## src/rtl/gpio_pkg.sv

```systemverilog
package gpio_pkg;

  typedef enum logic [2:0] {
    SEL_DATA = 3'd0,
    SEL_DIR  = 3'd1,
    SEL_ALT  = 3'd2,
    SEL_DEN  = 3'd3,
    SEL_NONE = 3'd4
  } rdSel_e;

  typedef struct packed {
    logic   dataWr;
    logic   dirWr;
    logic   altWr;
    logic   denWr;
    logic   rdEn;
    rdSel_e rdSel;
  } ctlStrb_t;

endpackage

```

## src/rtl/gpio_sync2.sv

```systemverilog
module gpio_sync2 #(
  parameter int WIDTH = 8
) (
  input  logic             clk,
  input  logic             rstN,
  input  logic [WIDTH-1:0] d,
  output logic [WIDTH-1:0] q
);
  logic [WIDTH-1:0] stage1;

  always_ff @(posedge clk or negedge rstN) begin
    if (!rstN) begin
      stage1 <= '0;
      q      <= '0;
    end else begin
      stage1 <= d;
      q      <= stage1;
    end
  end
endmodule

```

## src/rtl/gpio_port_ctl.sv

```systemverilog
module gpio_port_ctl
  import gpio_pkg::*;
#(
  parameter int NUM_PINS = 8,
  localparam int ADDR_W = NUM_PINS + 1
) (
  input  logic                clk,
  input  logic                rstN,
  input  logic [ADDR_W-1:0]   busAddr,
  input  logic                busWr,
  input  logic                busRd,
  output ctlStrb_t            strb,
  output logic [NUM_PINS-1:0] accMask
);
  logic inDataWin;
  assign inDataWin = ~busAddr[NUM_PINS];

  always_comb begin
    strb       = '0;
    strb.rdSel = SEL_NONE;
    strb.rdEn  = busRd;
    accMask    = '0;
    if (inDataWin) begin
      strb.dataWr = busWr;
      strb.rdSel  = SEL_DATA;
      accMask     = busAddr[NUM_PINS-1:0];
    end else begin
      unique case (busAddr[1:0])
        2'd0: begin strb.dirWr = busWr; strb.rdSel = SEL_DIR; end
        2'd1: begin strb.altWr = busWr; strb.rdSel = SEL_ALT; end
        2'd2: begin strb.denWr = busWr; strb.rdSel = SEL_DEN; end
        default: strb.rdSel = SEL_NONE;
      endcase
    end
  end

  AST_ONE_WR_STROBE: assert property (@(posedge clk) disable iff (!rstN)
    $onehot0({strb.dataWr, strb.dirWr, strb.altWr, strb.denWr}));
endmodule

```

## src/rtl/gpio_port_dp.sv

```systemverilog
module gpio_port_dp
  import gpio_pkg::*;
#(
  parameter int NUM_PINS = 8
) (
  input  logic                clk,
  input  logic                rstN,
  input  ctlStrb_t            strb,
  input  logic [NUM_PINS-1:0] accMask,
  input  logic [NUM_PINS-1:0] busWdata,
  input  logic [NUM_PINS-1:0] pinSync,
  input  logic [NUM_PINS-1:0] periphOut,
  input  logic [NUM_PINS-1:0] periphOe,
  output logic [NUM_PINS-1:0] busRdata,
  output logic [NUM_PINS-1:0] pinOut,
  output logic [NUM_PINS-1:0] pinOe,
  output logic [NUM_PINS-1:0] periphIn
);
  logic [NUM_PINS-1:0] dataQ, dirQ, altQ, denQ;
  logic [NUM_PINS-1:0] pinView, rdMux;

  always_ff @(posedge clk or negedge rstN) begin
    if (!rstN) begin
      dataQ <= '0;
      dirQ  <= '0;
      altQ  <= '0;
      denQ  <= '0;
    end else begin
      if (strb.dataWr) dataQ <= (dataQ & ~accMask) | (busWdata & accMask);
      if (strb.dirWr)  dirQ  <= busWdata;
      if (strb.altWr)  altQ  <= busWdata;
      if (strb.denWr)  denQ  <= busWdata;
    end
  end

  for (genvar i = 0; i < NUM_PINS; i++) begin : g_pin
    assign pinView[i]  = dirQ[i] ? dataQ[i] : (pinSync[i] & denQ[i]);
    assign pinOut[i]   = altQ[i] ? periphOut[i] : dataQ[i];
    assign pinOe[i]    = denQ[i] & (altQ[i] ? periphOe[i] : dirQ[i]);
    assign periphIn[i] = pinSync[i] & denQ[i];
  end

  always_comb begin
    unique case (strb.rdSel)
      SEL_DATA: rdMux = pinView & accMask;
      SEL_DIR:  rdMux = dirQ;
      SEL_ALT:  rdMux = altQ;
      SEL_DEN:  rdMux = denQ;
      default:  rdMux = '0;
    endcase
  end

  always_ff @(posedge clk or negedge rstN) begin
    if (!rstN)          busRdata <= '0;
    else if (strb.rdEn) busRdata <= rdMux;
  end

  AST_MASKED_KEEP: assert property (@(posedge clk) disable iff (!rstN)
    strb.dataWr |=> ((dataQ & ~$past(accMask)) == ($past(dataQ) & ~$past(accMask))));

  AST_DATA_IDLE_HOLD: assert property (@(posedge clk) disable iff (!rstN)
    !strb.dataWr |=> $stable(dataQ));

  AST_RD_UNMASKED_ZERO: assert property (@(posedge clk) disable iff (!rstN)
    (strb.rdEn && strb.rdSel == SEL_DATA) |=> ((busRdata & ~$past(accMask)) == '0));

  AST_RD_HOLD: assert property (@(posedge clk) disable iff (!rstN)
    !strb.rdEn |=> $stable(busRdata));
endmodule

```

## src/rtl/gpio_mask_port.sv

```systemverilog
module gpio_mask_port
  import gpio_pkg::*;
#(
  parameter int NUM_PINS = 8,
  localparam int ADDR_W = NUM_PINS + 1
) (
  input  logic                clk,
  input  logic                rstN,
  input  logic [ADDR_W-1:0]   busAddr,
  input  logic                busWr,
  input  logic                busRd,
  input  logic [NUM_PINS-1:0] busWdata,
  output logic [NUM_PINS-1:0] busRdata,
  input  logic [NUM_PINS-1:0] pinIn,
  output logic [NUM_PINS-1:0] pinOut,
  output logic [NUM_PINS-1:0] pinOe,
  input  logic [NUM_PINS-1:0] periphOut,
  input  logic [NUM_PINS-1:0] periphOe,
  output logic [NUM_PINS-1:0] periphIn
);
  ctlStrb_t            strb;
  logic [NUM_PINS-1:0] accMask;
  logic [NUM_PINS-1:0] pinSync;

  gpio_sync2 #(.WIDTH(NUM_PINS)) i_sync (
    .clk(clk), .rstN(rstN), .d(pinIn), .q(pinSync)
  );

  gpio_port_ctl #(.NUM_PINS(NUM_PINS)) i_ctl (
    .clk(clk), .rstN(rstN), .busAddr(busAddr), .busWr(busWr), .busRd(busRd),
    .strb(strb), .accMask(accMask)
  );

  gpio_port_dp #(.NUM_PINS(NUM_PINS)) i_dp (
    .clk(clk), .rstN(rstN), .strb(strb), .accMask(accMask), .busWdata(busWdata),
    .pinSync(pinSync), .periphOut(periphOut), .periphOe(periphOe),
    .busRdata(busRdata), .pinOut(pinOut), .pinOe(pinOe), .periphIn(periphIn)
  );
endmodule

```

## config.mk

```make
export PLATFORM = sky130hd
export DESIGN_NAME = gpio_mask_port
export DESIGN_NICKNAME = d
export VERILOG_FILES = /design/src/rtl/gpio_pkg.sv /design/src/rtl/gpio_sync2.sv /design/src/rtl/gpio_port_ctl.sv /design/src/rtl/gpio_port_dp.sv /design/src/rtl/gpio_mask_port.sv
export SDC_FILE = /design/constraint.sdc
export NUM_CORES = 1
export LEC_CHECK = 0
export BUFFER_PORTS_ARGS = -buffer_cell sky130_fd_sc_hd__buf_2
export CAP_MARGIN = 20
export CORE_MARGIN = 2
export CORE_UTILIZATION = 30
export CTS_CLUSTER_DIAMETER = 200
export DETAILED_ROUTE_END_ITERATION = 10
export PLACE_DENSITY_LB_ADDON = 0.2
export SYNTH_ARGS = -nofsm -noshare
export SYNTH_HDL_FRONTEND = slang
export SYNTH_SLANG_ARGS = --single-unit
```

## constraint.sdc

```tcl
create_clock -name clk -period 2 [get_ports clk]
set_input_delay 0.4 -clock clk [delete_from_list [all_inputs] [get_ports clk]]
set_output_delay 0.4 -clock clk [all_outputs]
set_load 0.05 [all_outputs]
```

-- Word level (Yosys, flattened, before mapping)
Cells that the tools add are included.
- flip-flop bits (word level): 56
- bits of input ports: 45
- output and inout bits: 32
- logic and storage cells: 68
- equality and inequality tests: 5
- multiplexer cells: 33
- bitwise logic cells: 21
- reductions and logical operators: 2
- operator list (operator ; number):
    8-bit case mux with 4 select lines ; 1
    1-bit two-way mux ; 28
    8-bit bitwise AND ; 3
    1-bit bitwise AND ; 16
    3-bit case mux with 3 select lines ; 1
    8-bit two-way mux ; 1
    8-bit inverter ; 1
    8-bit OR ; 1
    3-bit by 2-bit == test with 1-bit output (second input constant) ; 2
    3-bit two-way mux ; 2
    3-bit by 1-bit == test with 1-bit output (second input constant) ; 1
    3-bit logical NOT ; 1
    2-bit by 1-bit == test with 1-bit output (second input constant) ; 1
    2-bit == test (second input constant) ; 1
    2-bit logical NOT ; 1

-- Longest topological paths before layout
Gate-level depths: netlist of the first run.
- word-level depth: 5
- mapped depth: 6
- mapped depth without buffers: 5

-- Hierarchy
A second synthesis of the first run with hierarchy kept.
- cell total of the unflattened synthesis: 211
- area, all modules: 2745.1 sq um
- modules (own cells, without submodules) (module ; instances ; cells each ; area each (sq um) ; sequential area each (sq um)):
    gpio_port_dp ; 1 ; 171 ; 2163.3 ; 1001.0
    gpio_sync2 ; 1 ; 16 ; 400.4 ; 400.4
    gpio_port_ctl ; 1 ; 24 ; 181.4 ; 0.0

-- Worst setup path before layout of the first run
OpenSTA, ideal clock, no wires.
- path type: input to register
- start: input port busAddr[0]
- end: register i_dp.busRdata[0]
- library setup time: 0.129 ns
- arrival: 1.488 ns
- slack: 0.384 ns
- stages on the path: 6
- cells stage by stage: inv_1 ha_1 buf_2 mux2i_1 nor3_1 a2111o_1
- word-level cells in the longest chain between the ends: 5
- elaborated cells between the ends (all ways): 12
- ends and longest elaborated chain (item ; RTL line ; source):
    from (decl) ; gpio_mask_port.sv:9 ; input logic [ADDR_W-1:0] busAddr,
    2-bit == test (tied with other cells) ; gpio_port_ctl.sv:28 ; unique case (busAddr[1:0])
    3-bit case mux with 3 select lines ; gpio_port_ctl.sv:28 ;
    3-bit two-way mux ; gpio_port_ctl.sv:23 ; if (inDataWin) begin
    3-bit by 2-bit == test with 1-bit output (tied with other cells) ; gpio_port_dp.sv:44 ; unique case (strb.rdSel)
    8-bit case mux with 4 select lines * ; gpio_port_dp.sv:44 ;
    to (signal assigned) ; gpio_port_dp.sv:55 ; else if (strb.rdEn) busRdata <= rdMux;
    to (decl) ; gpio_port_dp.sv:14 ; output logic [NUM_PINS-1:0] busRdata,
Every way passes the cells marked *; elsewhere a longest branch is shown, timed or not.
A chain may end at the register's enable or synchronous reset.

-- Worst setup path after layout of the first run
- start: register i_dp.altQ[2]
- end: output port pinOut[2]
- word-level cells in the longest chain between the ends: 1
- ends and longest elaborated chain (item ; RTL line ; source):
    from (decl) ; gpio_port_dp.sv:19 ; logic [NUM_PINS-1:0] dataQ, dirQ, altQ, denQ;
    from (signal assigned) ; gpio_port_dp.sv:31 ; if (strb.altWr) altQ <= busWdata;
    1-bit two-way mux ; gpio_port_dp.sv:38 ; assign pinOut[i] = altQ[i] ? periphOut[i] : dataQ[i];
    to (decl) ; gpio_mask_port.sv:15 ; output logic [NUM_PINS-1:0] pinOut,
No other way between the ends.

==> summary.txt, run 1 <==
Register-to-Register Path Depth: 3
Data required, critical path: 1.60 ns
Post-layout minimum cycle time: 1.73 ns
Gr ovfl total: 0
Mean Syn Cell Area: 13.0 um^2
H-Tree Level Count: 2
Util after Layout: 38.4%
Top-count cell post-synth: dfrtp_1
Status: complete, no violations
Worst Hold Class: in -> async
HPWL Detailed: 4.59 mm
Vias in the first global route: 1990
Final instance area: 3370 um^2
Nets: 342
Max-cap violations: 0
GP Congestion: 0.689
Crit. End Element: output pin
Worst Path Class, Setup: reg -> out
Mapped cell area: 2730 um^2
CTS tree: done
Synth top area share: 51.3%
N_diodes: 0
Synth cell types: 22
Row count: 34
Die Y: 99.5 um
Final Setup Violations: 0
Total power: 3.30 mW
Relative slew slack: 63.1%
Seq cells post-synth: 56
Crit path DAT: 1.33 ns
Largest cells by area after synthesis: dfrtp_1 51%, mux2_1 13%, nand3b_1 6.6%
CP Launch Type: register
FF/Latch Area: 1400 um^2
Most used DFF post-synth: dfrtp_1
Lkg Pwr: 1.61 nW
RSZ-0062 raised after global routing: false
Layout cells sized above 1: 35.0%
Ports: 77
Worst Slack Setup Final: 0.268 ns
Non-Filler Instances: 402
Fin. Hold Viols: 0
Warnings, synthesis: 0
Post-DR wirelength/cell: 15.9 um
Initial DRC Count: 42
ANT nets after route: 0
Multi-input logic area: 1280 um^2
Yosys top cell by area: dfrtp_1
Crit share post-route: 86.6%
Setup TNS: 0 ns
Placed Instances: 394
Post-synth EDFFs: 0
Routed wire length: 6.40 mm
Hold_buf cts: 0
Pins Over Slew Limit: 0
Setup Slack @ Placement: 0.0970 ns
Hold Slack: 0.0741 ns
Vias per inst: 4.78
Die width: 99.5 um
GRT Util Overall: 13.6%
Layout area overhead: 23.2%
Clock tree root driver cell: clkbuf_8
Net Count, Synth: 259
Post-DP Area: 3260 um^2
Fmax: 0.577 GHz
CP Max Fanout: 4
Drt drc: 0
Vias: 1921
Largest net degree at the start of global routing: 57
Sequential area share after synthesis: 51.3%
Pwr Density: 980 nW/um^2
Number of post-CTS setup repair buffers: 0
Drt pass-1 iters: 4
Worst-Skew Late Latency: 0.31 ns
IO Port Bufs: 76
CTS Sinks: 56
Least-Margin Pin Slew: 0.551 ns
Die Area: 9890 um^2
Initial Util: 31.2%
FFs w/ async S/R, synth: 100%
Clock-pin slew of the registers on the worst-case setup and hold paths: 0.10 ns
Post-Synthesis Cells: 210
CTS buffer count: 5
Clk_skew: 0.0101 ns
Worst VDD drop: 505 uV
Core area: 8760 um^2
Longest Clk Path Bufs: 2
Fill count: 887
Initial antenna violation count: 0
Synth cell count leaders: 56 x dfrtp_1, 32 x mux2_1, 24 x nand3b_1
# resized after CTS: 0
Global-route wire length before repair: 10.4 mm
-- where the power goes --
group | total, mW | internal (mW) | switching (mW)
Clock | 0.732 | 0.372 | 0.360
Sequential | 1.51 | 1.31 | 0.191
Combinational | 1.07 | 0.385 | 0.681
-- worst max-delay path, stage by stage (launching register included) --
cell	delay, ns
dfrtp_1	0.45
mux2_2	0.36
buf_2	0.21
-- area by class of cell --
type / instances / share of cell area (%)
sequential: 56 / 41.6
tap: 108 / 4.01
clock inverter: 2 / 1.04
multi-input combinational: 146 / 38.0
inverter: 2 / 0.223
timing repair buffer: 82 / 13.0
clock buffer: 6 / 2.15
-- cells by family after synthesis --
logic type / count (synthesis) / synth area share (%)
adder cells (fa/ha/maj): 4 / 1.83
multiplexers: 56 / 22.3
AO/OA/AOI/OAI: 16 / 4.76
buffers and inverters: 8 / 1.92
flip-flops: 56 / 51.3
AND/OR/NAND/NOR: 70 / 17.9
-- layer usage --
metal,part of all wire (%),up-vias,GRT usage [%]
met5,0,-,0
met4,0.92,0,4.74
met3,4.2,2,2.74
met2,49,46,21.7
met1,46,944,18.4
li1,-,929,-
-- worst paths after layout --
check / from / to / slack (ns)
worst max-delay path: i_dp.altQ[2] / pinOut[2] / 0.27
worst min-delay path: rstN / i_dp.altQ[7] / 0.07
worst max register to register: i_dp.dirQ[4] / i_dp.busRdata[4] / 0.88
worst min register to register: i_sync.stage1[4] / i_sync.q[4] / 0.35
max in group asynchronous: rstN / i_dp.busRdata[6] / 1.67
min in group clk: pinIn[7] / i_sync.stage1[7] / 0.18
-- layout by cell type (no fill, tap or decap) --
cell type   n
a2111o_1    8
a21oi_1     8
and2_1      8
and2b_1     1
buf_12      1
buf_2      76
buf_4       5
bufinv_16   1
clkbuf_1    1
clkbuf_8    5
clkinv_2    1
dfrtp_1    56
ha_1        4
inv_1       2
mux2_1     32
mux2_2      8
mux2i_1    16
nand2_1     8
nand3_2     2
nand3_4     1
nand3b_1   24
nand3b_4    1
nor2_2      1
nor2b_1    15
nor3_1      8
nor4b_4     1
Note: power is estimated with default switching activity, not from simulation.
==> run 2: changes to the inputs <==
--- a/config.mk
+++ b/config.mk
@@ -5,6 +5,7 @@
 export SDC_FILE = /design/constraint.sdc
 export NUM_CORES = 1
 export LEC_CHECK = 0
+export ABC_AREA = 1
 export BUFFER_PORTS_ARGS = -buffer_cell sky130_fd_sc_hd__buf_2
 export CAP_MARGIN = 20
 export CORE_MARGIN = 2
@@ -12,6 +13,7 @@
 export CTS_CLUSTER_DIAMETER = 200
 export DETAILED_ROUTE_END_ITERATION = 10
 export PLACE_DENSITY_LB_ADDON = 0.2
+export SETUP_SLACK_MARGIN = 0.5
 export SYNTH_ARGS = -nofsm -noshare
 export SYNTH_HDL_FRONTEND = slang
 export SYNTH_SLANG_ARGS = --single-unit
==> run 2 against run 1 <==
Flip-flop and latch count unchanged. Worst setup slack better by 0.19 ns. Via count up 31%. Non-clock buffer count up 26. Critical path type unchanged. Routed wire length up 14%. Total power up 1.5%. Critical endpoint is now pinOut[4]. Maximum frequency up 12%.
==> summary.txt, run 2 <==
Status: complete, no violations
H-Tree Level Count: 2
N_diodes: 0
Routed wire length: 7.28 mm
Nets: 491
Mux cell area share after synthesis: 0%
FF-to-FF End: i_dp.busRdata[4]
CTS buffer count: 5
Relative slew slack: 68.7%
Initial Util: 30.8%
Worst VDD drop: 298 uV
FFs w/ async S/R, synth: 100%
Vias in the first global route: 2553
CP Max Fanout: 5
Worst Path Class, Setup: reg -> out
Fmax: 0.649 GHz
Top-count cell post-synth: nand2_1
Largest net degree at the start of global routing: 57
Net Count, Synth: 384
Fin. Hold Viols: 0
Mapped cell area: 2690 um^2
Seq cells post-synth: 56
Worst-Skew Late Latency: 0.31 ns
Vias per inst: 4.58
Drt pass-1 iters: 4
ANT nets after route: 0
Layout cells sized above 1: 36.2%
Gr ovfl total: 0
Non-Filler Instances: 550
Post-Synth Simple-Gate Area: 23.9%
Mean Syn Cell Area: 8.03 um^2
Most common library cell in the layout ignoring fill and taps: nand2_1
CTS tree: done
Final Setup Violations: 0
Warnings, synthesis: 0
Initial antenna violation count: 0
Adder-cell area share of the yosys netlist: 1.86%
Setup TNS: 0 ns
Synth top area share: 52.1%
CP Launch Type: register
HPWL Detailed: 4.82 mm
Core area: 8720 um^2
Placed Instances: 517
Clock tree root driver cell: clkbuf_8
Row count: 34
R2r setup slk: 0.85 ns
CTS Sinks: 56
IO Port Bufs: 76
Pwr Density: 890 nW/um^2
Ports: 77
XOR/XNOR Fraction of Synth Area: 0%
Yosys top cell by area: dfrtp_1
Worst Hold Class: in -> async
Total power: 3.35 mW
Post-synth EDFFs: 0
Vias: 2519
Register-to-Register Path Depth: 7
RSZ-0062 raised after global routing: true
Clock-pin slew of the registers on the worst-case setup and hold paths: 0.10 ns
Crit share post-route: 77.0%
Lkg Pwr: 2.07 nW
Pins Over Slew Limit: 0
Crit. End Element: output pin
Least-Margin Pin Slew: 0.469 ns
Largest cells by area after synthesis: dfrtp_1 52%, nand2_1 15%, o21ai_0 8.6%
GRT Util Overall: 16.0%
Die width: 98.7 um
GP Congestion: 0.739
Largest family of logic cells by synthesized area: simple AND/OR/NAND/NOR gates
Most used DFF post-synth: dfrtp_1
Worst r2r src: i_dp.dirQ[4]
Drt drc: 0
Crit path DAT: 1.14 ns
Post-DR wirelength/cell: 13.2 um
Commonest cells after routing, fill and taps aside: 101 x nand2_1, 52 x buf_2, 47 x inv_1, 47 x dfrtp_1, 34 x nand3_1
Clk_skew: 0.00730 ns
Longest Clk Path Bufs: 2
Data required, critical path: 1.60 ns
Post-layout minimum cycle time: 1.54 ns
Initial DRC Count: 111
Hold_buf cts: 0
Post-Synthesis Cells: 335
Die Area: 9740 um^2
Max-cap violations: 0
Global-route wire length before repair: 12.4 mm
Die Y: 98.7 um
Compound-Gate Fraction of Synth Area: 13.0%
Synth cell types: 18
Synth cell count leaders: 106 x nand2_1, 56 x dfrtp_1, 49 x inv_1
Layout area overhead: 40.0%
Sequential area share after synthesis: 52.1%
[run 2: cell count changes after synthesis, sizes merged, moves of 9 or more]
cell,previous run,this run
nand3b,25,0
inv,2,49
nand3,3,35
nand2,8,108
o21ai,0,49
mux2i,16,0
nor2,1,10
mux2,40,0
nor2b,15,0
[run 2: cells by family after synthesis]
family	Yosys count
compound gates	65
fa+ha+maj	4
buf+inv	57
flops	56
simple gates	153
[run 2: repair_timing]
action	4_1_cts	5_1_grt
pin swaps	13	5
setup endpoints to repair	25	31
buffers inserted	19	7
gates resized for setup	73	17
[run 2: metrics by stage]
step	util, %	cell area (um^2)	hold WS (ns)	setup slack, ns
finish	43.2	3760	0.0697	0.460
global route	43.2	3760	0.0964	0.399
CTS	41.8	3640	0.0893	0.458
detailed placement	37.0	3230	0.336	0.178
global placement	37.0	3230	0.332	0.243
floorplan	-	2720	0.104	0.454
[run 2: worst max-delay path by stage]
| stage | cells past startpoint | start | slack (ns) | to |
|---|---|---|---|---|
| global placement | 8 | busAddr[0] | 0.24 | i_dp.busRdata[4] |
| CTS | 3 | i_dp.altQ[4] | 0.46 | pinOe[4] |
| finish | 2 | i_dp.altQ[4] | 0.46 | pinOut[4] |
| global route | 2 | i_dp.altQ[4] | 0.40 | pinOut[4] |
| detailed placement | 8 | busAddr[0] | 0.18 | i_dp.busRdata[4] |
| floorplan | 1 | i_dp.altQ[0] | 0.45 | pinOut[0] |
[run 2: layer usage]
layer | GRT usage [%] | share of wire [%] | up-vias
met5 | 0 | 0 | -
met4 | 4.74 | 1.0 | 0
met3 | 2.55 | 3.4 | 7
met2 | 26.4 | 49 | 55
met1 | 21.7 | 46 | 1192
li1 | - | - | 1265
[run 2: area by class of cell]
cell class | instances | area (um^2)
inverter | 49 | 184
clock inverter | 2 | 12.5
sequential | 56 | 1410
tap | 108 | 135
fill | 875 | 4960
timing repair buffer | 108 | 796
multi-input combinational | 222 | 1160
clock buffer | 5 | 68.8
[run 2: critical path, stage by stage, from the launching register on]
cell	delay, ns
dfrtp_2	0.46
o21ai_1	0.19
buf_6	0.18
[run 2: report_power, final]
group	total (mW)	switching [mW]	internal [mW]
combinational	1.29	0.792	0.497
sequential	1.46	0.161	1.30
clock	0.604	0.366	0.238
==> run 3: changes to the inputs <==
==> constraint.sdc (replaced) <==
create_clock -name clk -period 1.28 [get_ports clk]
set_input_delay 0.256 -clock clk [delete_from_list [all_inputs] [get_ports clk]]
set_output_delay 0.256 -clock clk [all_outputs]
set_load 0.05 [all_outputs]
==> run 3 against run 2 <==
Highest routed layer unchanged. Critical endpoint is now pinOe[2]. Final area is 27% higher. Total power is 82% higher. The flow now finishes with violations (hold timing, setup timing). Utilization is 12 points higher. Largest power group is now combinational logic. Largest cell class is now multi-input gates. Worst hold slack worse by 0.25 ns. Combinational power is 100% higher.
==> summary.txt, run 3 (synthesis gave the netlist of run 2 again) <==
Crit. End Element: output pin
Final Setup Violations: 24
Largest net degree at the start of global routing: 34
Initial antenna violation count: 0
GRT Util Overall: 17.4%
Worst-Skew Late Latency: 0.32 ns
Worst VDD drop: 594 uV
Non-Filler Instances: 574
Pins Over Slew Limit: 0
Max-cap violations: 0
RSZ-0062 raised after global routing: true
Failing checks: hold timing, setup timing
IO Port Bufs: 76
FF-to-FF End: i_dp.busRdata[2]
Register-to-Register Path Depth: 8
Data required, critical path: 1.02 ns
Util after Layout: 54.9%
Hold Slack: -0.182 ns
Status: finished, violations left
Clock tree root driver cell: clkbuf_8
Initial Util: 30.8%
Layout cells sized above 1: 59.4%
Core area: 8720 um^2
Crit share post-route: 115%
Clock-pin slew of the registers on the worst-case setup and hold paths: 0.10 ns
Clk_skew: 0.00831 ns
GP Congestion: 0.774
CTS tree: done
Most common library cell in the layout ignoring fill and taps: nand2_1
Vias per inst: 4.66
Initial DRC Count: 123
Post-layout minimum cycle time: 1.47 ns
CTS buffer count: 5
Worst Slack Setup Final: -0.188 ns
Die Area: 9740 um^2
Die Y: 98.7 um
R2r setup slk: 0.10 ns
Pwr Density: 1280 nW/um^2
Lkg Pwr: 2.28 nW
Worst Hold Class: in -> async
CP Max Fanout: 5
Global-route wire length before repair: 13.4 mm
Nets: 514
HPWL Detailed: 5.22 mm
N_diodes: 0
ANT nets after route: 0
CTS Sinks: 56
Die width: 98.7 um
Commonest cells after routing, fill and taps aside: 65 x nand2_1, 47 x buf_6, 40 x buf_2, 38 x inv_1, 35 x nand2_2
CP Launch Type: register
Drt pass-1 iters: 4
H-Tree Level Count: 2
Relative slew slack: 78.7%
Fmax: 0.681 GHz
Ports: 77
Routed wire length: 8.10 mm
Vias: 2676
Placed Instances: 529
Setup Slack @ Placement: -0.319 ns
Post-DR wirelength/cell: 14.1 um
Layout area overhead: 78.0%
Row count: 34
Least-Margin Pin Slew: 0.319 ns
Longest Clk Path Bufs: 2
Gr ovfl total: 0
Worst Path Class, Setup: reg -> out
Drt drc: 0
Fin. Hold Viols: 11
Worst r2r src: i_dp.denQ[2]
Crit path DAT: 1.21 ns
Vias in the first global route: 2746
## run 3: changes by cell type in the layout (fill, tap and decap cells not counted), moves of 12 or more
cell,before,now
nand2_1,101,65
buf_2,52,40
dfrtp_2,9,24
nand3_2,0,14
dfrtp_1,47,32
buf_6,22,47
o21ai_0,30,6
nand2_2,6,35
nand3_1,34,18
o21ai_1,3,22
## run 3: where the power goes
group | total, mW | switching (mW) | internal [mW]
logic | 2.64 | 1.45 | 1.18
clock network | 1.05 | 0.604 | 0.444
registers | 2.42 | 0.380 | 2.04
total | 6.11 | 2.44 | 3.67
## run 3: worst max-delay path, cell delays in order, from the launching register on
cell and delay, ns:
dfrtp_2 0.51, o21ai_4 0.19, a21oi_4 0.04, buf_6 0.16
## run 3: what timing repair did
action | in CTS | in global routing
pin swaps | 42 | 33
gates cloned | 3 | 0
buffers inserted | 23 | 11
setup endpoints to repair | 65 | 69
gates resized for setup | 133 | 61
hold endpoints to repair | 11 | 11
## run 3: metrics by stage
stage | total power [mW] | setup TNS [ns] | area [um^2] | hold slack [ns]
4_1_cts | 5.87 | -3.16 | 4490 | -0.170
6_report | 6.11 | -2.75 | 4790 | -0.182
2_1_floorplan | 3.69 | 0 | 3120 | -0.0396
3_5_place_dp | 4.21 | -3.03 | 3710 | 0.175
5_1_grt | 6.41 | -3.72 | 4790 | -0.167
3_3_place_gp | 4.19 | -2.50 | 3710 | 0.172
## run 3: worst max-delay path by stage
stage                      start                to
finish              i_dp.altQ[2]          pinOe[2]
detailed placement    busAddr[0]  i_dp.busRdata[5]
floorplan           i_dp.altQ[0]         pinOut[0]
global route        i_dp.altQ[2]          pinOe[2]
CTS                 i_dp.altQ[7]          pinOe[7]
global placement      busAddr[0]  i_dp.busRdata[0]
## run 3: routing by layer
metal | global-route usage [%] | up-vias | wire, um
met5 | 0 | - | 0
met4 | 6.11 | 0 | 163
met3 | 2.48 | 12 | 284
met2 | 30.5 | 65 | 4110
met1 | 21.9 | 1266 | 3540
li1 | - | 1333 | -
## run 3: final cells by class
| cell class | count | area (um^2) |
|---|---|---|
| fill | 775 | 3930 |
| multi-input combinational | 225 | 1680 |
| sequential | 56 | 1430 |
| timing repair buffer | 128 | 1200 |
| inverter | 49 | 246 |
| tap | 108 | 135 |
| clock buffer | 6 | 82.6 |
| clock inverter | 2 | 13.8 |
